<file path="src/rtl/gpio_regs_pkg.sv">
package gpio_regs_pkg;

   // register groups, decoded from address bits 5:4
   typedef enum logic [1:0] {
      GRP_OWN  = 2'd0,
      GRP_DRVE = 2'd1,
      GRP_DRVV = 2'd2,
      GRP_PIN  = 2'd3
   } grp_e;

   localparam int unsigned GRP_SPAN    = 16;
   localparam int unsigned BANK_SPAN   = 64;
   localparam int unsigned PORT_STRIDE = 4;
   localparam int unsigned N_CTL_GRPS  = 3;

   typedef struct packed {
      logic       hit;
      logic       masked;
      grp_e       grp;
      logic [1:0] port;
   } dec_t;

endpackage

</file>
<file path="src/rtl/gpio_addr_dec.sv">
module gpio_addr_dec
   import gpio_regs_pkg::*;
#(
   parameter int unsigned ADDR_W    = 8,
   parameter int unsigned NUM_PORTS = 4,
   parameter int unsigned MASK_OFS  = 128
) (
   input  logic [ADDR_W-1:0] addr,
   output dec_t              dec
);

   localparam logic [ADDR_W:0]   SPAN_X  = (ADDR_W+1)'(BANK_SPAN);
   localparam logic [ADDR_W:0]   MLO_X   = (ADDR_W+1)'(MASK_OFS);
   localparam logic [ADDR_W:0]   MHI_X   = (ADDR_W+1)'(MASK_OFS + BANK_SPAN);
   localparam logic [ADDR_W-1:0] MOFS_A  = ADDR_W'(MASK_OFS);

   logic [ADDR_W:0]   addr_x;
   logic [ADDR_W-1:0] off;
   logic              plain_hit;
   logic              mask_hit;
   logic              port_ok;
   grp_e              grp;

   always_comb begin
      addr_x    = {1'b0, addr};
      plain_hit = addr_x < SPAN_X;
      mask_hit  = (addr_x >= MLO_X) && (addr_x < MHI_X);
      off       = mask_hit ? (addr - MOFS_A) : addr;
      grp       = grp_e'(off[5:4]);
      port_ok   = 32'(off[3:2]) < NUM_PORTS;
      dec.masked = mask_hit;
      dec.grp    = grp;
      dec.port   = off[3:2];
      dec.hit    = (plain_hit || mask_hit) && (off[1:0] == 2'b00) && port_ok
                   && !(mask_hit && grp == GRP_PIN);
   end

endmodule

</file>
<file path="src/rtl/gpio_in_sync.sv">
module gpio_in_sync #(
   parameter int unsigned W      = 32,
   parameter int unsigned STAGES = 2
) (
   input  logic         clk,
   input  logic         rst_n,
   input  logic [W-1:0] d,
   output logic [W-1:0] q
);

   if (STAGES < 2) begin : g_bad_stages
      $error("gpio_in_sync: STAGES must be at least 2");
   end

   logic [W-1:0] chain [STAGES];

   always_ff @(posedge clk or negedge rst_n) begin
      if (!rst_n) begin
         for (int i = 0; i < STAGES; i++) chain[i] <= '0;
      end else begin
         chain[0] <= d;
         for (int i = 1; i < STAGES; i++) chain[i] <= chain[i-1];
      end
   end

   assign q = chain[STAGES-1];

endmodule

</file>
<file path="src/rtl/gpio_port_ctl.sv">
module gpio_port_ctl
   import gpio_regs_pkg::*;
#(
   parameter int unsigned PINS = 8
) (
   input  logic              clk,
   input  logic              rst_n,
   input  logic              wr_plain,
   input  logic              wr_mask,
   input  grp_e              grp,
   input  logic [2*PINS-1:0] wdata,
   output logic [PINS-1:0]   own,
   output logic [PINS-1:0]   drve,
   output logic [PINS-1:0]   drvv
);

   logic [PINS-1:0] sel_m;
   logic [PINS-1:0] new_v;

   assign sel_m = wdata[2*PINS-1:PINS];
   assign new_v = wdata[PINS-1:0];

   for (genvar g = 0; g < N_CTL_GRPS; g++) begin : g_reg
      logic [PINS-1:0] q;
      logic            hit;

      assign hit = (grp == grp_e'(g));

      always_ff @(posedge clk or negedge rst_n) begin
         if (!rst_n)
            q <= '0;
         else if (wr_plain && hit)
            q <= new_v;
         else if (wr_mask && hit)
            q <= (q & ~sel_m) | (new_v & sel_m);
      end
   end

   assign own  = g_reg[0].q;
   assign drve = g_reg[1].q;
   assign drvv = g_reg[2].q;

endmodule

</file>
<file path="src/rtl/gpio_bank_regs.sv">
module gpio_bank_regs
   import gpio_regs_pkg::*;
#(
   parameter int unsigned NUM_PORTS     = 4,
   parameter int unsigned PINS_PER_PORT = 8,
   parameter int unsigned ADDR_W        = 8,
   parameter int unsigned MASK_OFS      = 128,
   parameter int unsigned SYNC_STAGES   = 2,
   localparam int unsigned NPINS        = NUM_PORTS * PINS_PER_PORT,
   localparam int unsigned DATA_W       = 2 * PINS_PER_PORT
) (
   input  logic              clk,
   input  logic              rst_n,
   input  logic              bus_wr,
   input  logic [ADDR_W-1:0] bus_addr,
   input  logic [DATA_W-1:0] bus_wdata,
   output logic [DATA_W-1:0] bus_rdata,
   input  logic [NPINS-1:0]  pad_in,
   output logic [NPINS-1:0]  pad_out,
   output logic [NPINS-1:0]  pad_oe,
   output logic [NPINS-1:0]  gpio_own
);

   localparam int unsigned P = PINS_PER_PORT;

   if (NUM_PORTS < 1 || NUM_PORTS > 4) begin : g_bad_ports
      $error("gpio_bank_regs: NUM_PORTS must be 1..4");
   end
   if (ADDR_W < 7) begin : g_bad_aw
      $error("gpio_bank_regs: ADDR_W too small for the map");
   end
   if (MASK_OFS < BANK_SPAN || (MASK_OFS % BANK_SPAN) != 0) begin : g_bad_mofs
      $error("gpio_bank_regs: MASK_OFS must be a multiple of 64, at least 64");
   end
   if (MASK_OFS + BANK_SPAN > (1 << ADDR_W)) begin : g_bad_span
      $error("gpio_bank_regs: masked range does not fit ADDR_W");
   end
   if (P < 1 || P > 16) begin : g_bad_pins
      $error("gpio_bank_regs: PINS_PER_PORT must be 1..16");
   end

   dec_t           dec;
   logic [NPINS-1:0] pin_sync;
   logic [P-1:0]   own_w  [NUM_PORTS];
   logic [P-1:0]   drve_w [NUM_PORTS];
   logic [P-1:0]   drvv_w [NUM_PORTS];

   gpio_addr_dec #(
      .ADDR_W   (ADDR_W),
      .NUM_PORTS(NUM_PORTS),
      .MASK_OFS (MASK_OFS)
   ) u_dec (
      .addr(bus_addr),
      .dec (dec)
   );

   gpio_in_sync #(
      .W     (NPINS),
      .STAGES(SYNC_STAGES)
   ) u_sync (
      .clk  (clk),
      .rst_n(rst_n),
      .d    (pad_in),
      .q    (pin_sync)
   );

   for (genvar p = 0; p < NUM_PORTS; p++) begin : g_port
      logic sel;
      logic wr_p;
      logic wr_m;

      assign sel  = bus_wr && dec.hit && (dec.port == 2'(p));
      assign wr_p = sel && !dec.masked && (dec.grp != GRP_PIN);
      assign wr_m = sel && dec.masked;

      gpio_port_ctl #(
         .PINS(P)
      ) u_ctl (
         .clk     (clk),
         .rst_n   (rst_n),
         .wr_plain(wr_p),
         .wr_mask (wr_m),
         .grp     (dec.grp),
         .wdata   (bus_wdata),
         .own     (own_w[p]),
         .drve    (drve_w[p]),
         .drvv    (drvv_w[p])
      );

      assign pad_out [p*P +: P] = drvv_w[p];
      assign pad_oe  [p*P +: P] = own_w[p] & drve_w[p];
      assign gpio_own[p*P +: P] = own_w[p];
   end

   always_comb begin
      bus_rdata = '0;
      if (dec.hit) begin
         unique case (dec.grp)
            GRP_OWN:  bus_rdata[P-1:0] = own_w [dec.port];
            GRP_DRVE: bus_rdata[P-1:0] = drve_w[dec.port];
            GRP_DRVV: bus_rdata[P-1:0] = drvv_w[dec.port];
            GRP_PIN:  bus_rdata[P-1:0] = pin_sync[32'(dec.port)*P +: P];
         endcase
      end
   end

endmodule

</file>
<file path="config.mk">
export PLATFORM = sky130hd
export DESIGN_NAME = gpio_bank_regs
export DESIGN_NICKNAME = d
export VERILOG_FILES = /design/src/rtl/gpio_regs_pkg.sv /design/src/rtl/gpio_addr_dec.sv /design/src/rtl/gpio_in_sync.sv /design/src/rtl/gpio_port_ctl.sv /design/src/rtl/gpio_bank_regs.sv
export SDC_FILE = /design/constraint.sdc
export NUM_CORES = 1
export LEC_CHECK = 0
export ABC_AREA = 1
export BUFFER_PORTS_ARGS = -buffer_cell sky130_fd_sc_hd__clkbuf_2
export CELL_PAD_IN_SITES_DETAIL_PLACEMENT = 0
export CELL_PAD_IN_SITES_GLOBAL_PLACEMENT = 1
export CORE_UTILIZATION = 43
export DETAILED_ROUTE_END_ITERATION = 7
export HOLD_SLACK_MARGIN = 0.05
export PLACE_DENSITY = 0.89
export REMOVE_ABC_BUFFERS = 1
export SYNTH_ARGS = -nofsm -noshare
export SYNTH_HDL_FRONTEND = slang
export SYNTH_SLANG_ARGS = --single-unit
</file>
<file path="constraint.sdc">
create_clock -name clk -period 2.3 [get_ports clk]
set_clock_uncertainty 0.2 [all_clocks]
set_input_delay 0.345 -clock clk [delete_from_list [all_inputs] [get_ports clk]]
set_output_delay 0.345 -clock clk [all_outputs]
set_load 0.03 [all_outputs]
</file>
==> qor.txt <==
Chip Width = 144.2 µm
Total CTS buffers = 17
Area growth from synthesis to layout = 29.95%
FF+latch count, synth = 160
Max-slew headroom = 0.6616
Fin area = 11290 µm²
Post-synth design cell area = 8690 µm²
Leakage power = 0.006114 µW
Worst path cell trace = buf_8 > buf_6 > nor2_4 > buf_12 > buf_12 > a21oi_2 > nand2_1 > nand2_1 > nand2_1 > nor2_1 > nor2_1 > buf_4
Number of fill cells = 1827
N_diodes = 0
# rows = 51
Vias per cell = 5.003
Crit Path Max Fanout = 8
Pin count of the biggest net entering global routing = 49
Commonest non-fill, non-tap cell in the layout = nand2_1
Post-DP Area = 10190 µm²
Synth Warn # = 0
Root Buffer = clkbuf_16
Commonest non-fill, non-tap cells in the layout = 375 x nand2_1, 253 x inv_1, 200 x nand4_1
# DRC = 0
VDD IR max = 522.8 µV
Top cell type's share of synthesized area = 0.4608
Crit path required time = 1.75 ns
Total global routing overflow = 0
Setup Viol. Count Final = 0
Number of placed cells counting well taps = 1632
Port Buf Inserts = 162
Critical path type = primary input to output port
Placer Congestion = 0.8481
Crit-path slowest cell = nor2_4
Yosys top cell by area = dfrtp_1
Non-Filler Instances = 1705
Initial antenna violation count = 0
ANT nets after route = 0
Minimum clock period = 2.254 ns
Crit path max-delay family = buffers and inverters
Layout cells sized above 1 = 0.2104
CTS tree = built
Max frequency = 443.6 MHz
Worst-case reg-to-reg path depth = 4
Max-slew violations = 0
# clock sinks = 160
Most used cell, CP = nand2_1
Final core occ = 0.5745
Worst hold path type = primary input to flop
Slew @ Worst Pin = 0.5076 ns
CP Launch Type = primary input
First drt pass iteration count = 6
Max H-tree Level = 4
Clk slew on worst S/H paths = 0.07 ns
Final wirelength = 26180 µm
Leading post-synthesis cells by cell area = dfrtp_1 46%, nand2_1 16%, nand4_1 14%, inv_1 11%, nor2_1 3.5%
Chip height = 144.2 µm
Worst path bufs/invs = 5
Period utilisation layout = 0.9801
Crit-path max cell delay = 0.20 ns
Total Routing Usage GR = 0.2548
Syn Area/Cell = 7.164 µm²
Vias in the first global route = 7605
CTS Buffer Depth = 2
DRT iter0 DRCs = 746
Netlist cell types = 22
First-pass GRT wire length = 40140 µm
Final hold vios = 0
Post-DP HPWL = 16950 µm
Initial Util = 0.4421
RSZ-0062 raised after global routing = true
Worst-skew pair later-pin latency = 0.42 ns
DIE AREA = 20780 µm²
Cells after synthesis = 1213
NumNets Final = 1486
Number of I/O pins = 171
Min-delay src = bus_wdata[9]
Core area = 19650 µm²
Total number of vias = 8530
CP Capture Type = output port
Routed wire length per instance = 15.36 µm
Worst hold margin = 0.1434 ns
Pwr per Cell Area = 658.9 nW/µm²
Status = completed
Reg2reg setup slack = 1.29 ns
Setup TNS Final = 0 ns
Register area share after synthesis = 0.4608
Max cap viols = 0
Hold path depth = 6
CP arrival = 1.71 ns
[cells by family after synthesis]
kind of cell,count (synthesis),synth area share
and+or+nand+nor,675,0.3554
buffers and inverters,349,0.1670
DFF,160,0.4608
AOI/OAI and AO/OA,28,0.01642
other,1,0.0004316
[how the worst max path moves through the flow]
stage | startpoint | to | slack (ns) | cells after the start
floorplan | bus_addr[5] | bus_rdata[0] | -1.88 | 5
global placement | bus_addr[2] | bus_rdata[3] | -0.0008 | 12
detailed placement | bus_addr[3] | bus_rdata[2] | -0.02 | 11
CTS | bus_addr[2] | bus_rdata[4] | 0.003 | 11
global route | bus_addr[2] | bus_rdata[0] | -0.01 | 12
finish | bus_addr[2] | bus_rdata[0] | 0.05 | 12
[repair_timing]
item                                    CTS  global route
resized for setup                         3            34
setup buffers                             0             9
cloned                                    0             3
hold endpoints to repair                 72             0
hold buffers                             33             0
endpoints found under the setup margin    2             8
pin swaps                                 0            13
[report_power, final]
part,total [µW],internal [µW],switching [µW]
sequential,3100,2990,114
combinational,1530,488,1040
clock,2810,1560,1250
total,7440,5030,2410
[per-layer routing]
| metal | up-vias | track usage | wire length (µm) |
|---|---|---|---|
| met4 | 0 | 0.09197 | 628 |
| met3 | 52 | 0.04238 | 1870 |
| met5 | - | 0 | 0 |
| li1 | 4199 | - | - |
| met2 | 351 | 0.4015 | 11820 |
| met1 | 3928 | 0.3528 | 11860 |
[stage by stage]
step	worst slack (ns)	power, µW
after floorplan	-1.881	3962
after global placement	-0.0008151	4572
after detailed placement	-0.01590	4587
after CTS	0.003481	7447
after global routing	-0.01127	7784
final	0.04572	7441
[tightest hold or removal path, delay by kind of cell]
family | cells | cell delay (ns)
buffers and inverters | 3 | 0.15
AND/OR/NAND/NOR | 3 | 0.24
[final cells by class]
cell class              instances  area [µm²]  share of cell area
flip-flops and latches        160        4004              0.3546
well taps                     265       331.6             0.02936
repair buffers                280        2098              0.1858
clock inverters                14       143.9             0.01274
clock buffers                  18       439.2             0.03889
inverters                     257       967.2             0.08565
multi-input cells             711        3308              0.2930
[cell usage after synthesis]
master	count
inv_1	254
a22oi_1	1
nor2_4	2
nand4_1	200
clkbuf_1	17
nand3_1	5
buf_1	9
o21ai_1	1
conb_1	1
nor2_2	6
inv_2	3
buf_4	11
buf_6	5
dfrtp_1	160
buf_2	50
nand2_1	377
o21ai_0	12
nand2_2	3
a21oi_1	14
nand3_2	1
nand3b_1	1
nor2_1	80
Note: power is estimated with default switching activity, not from simulation.
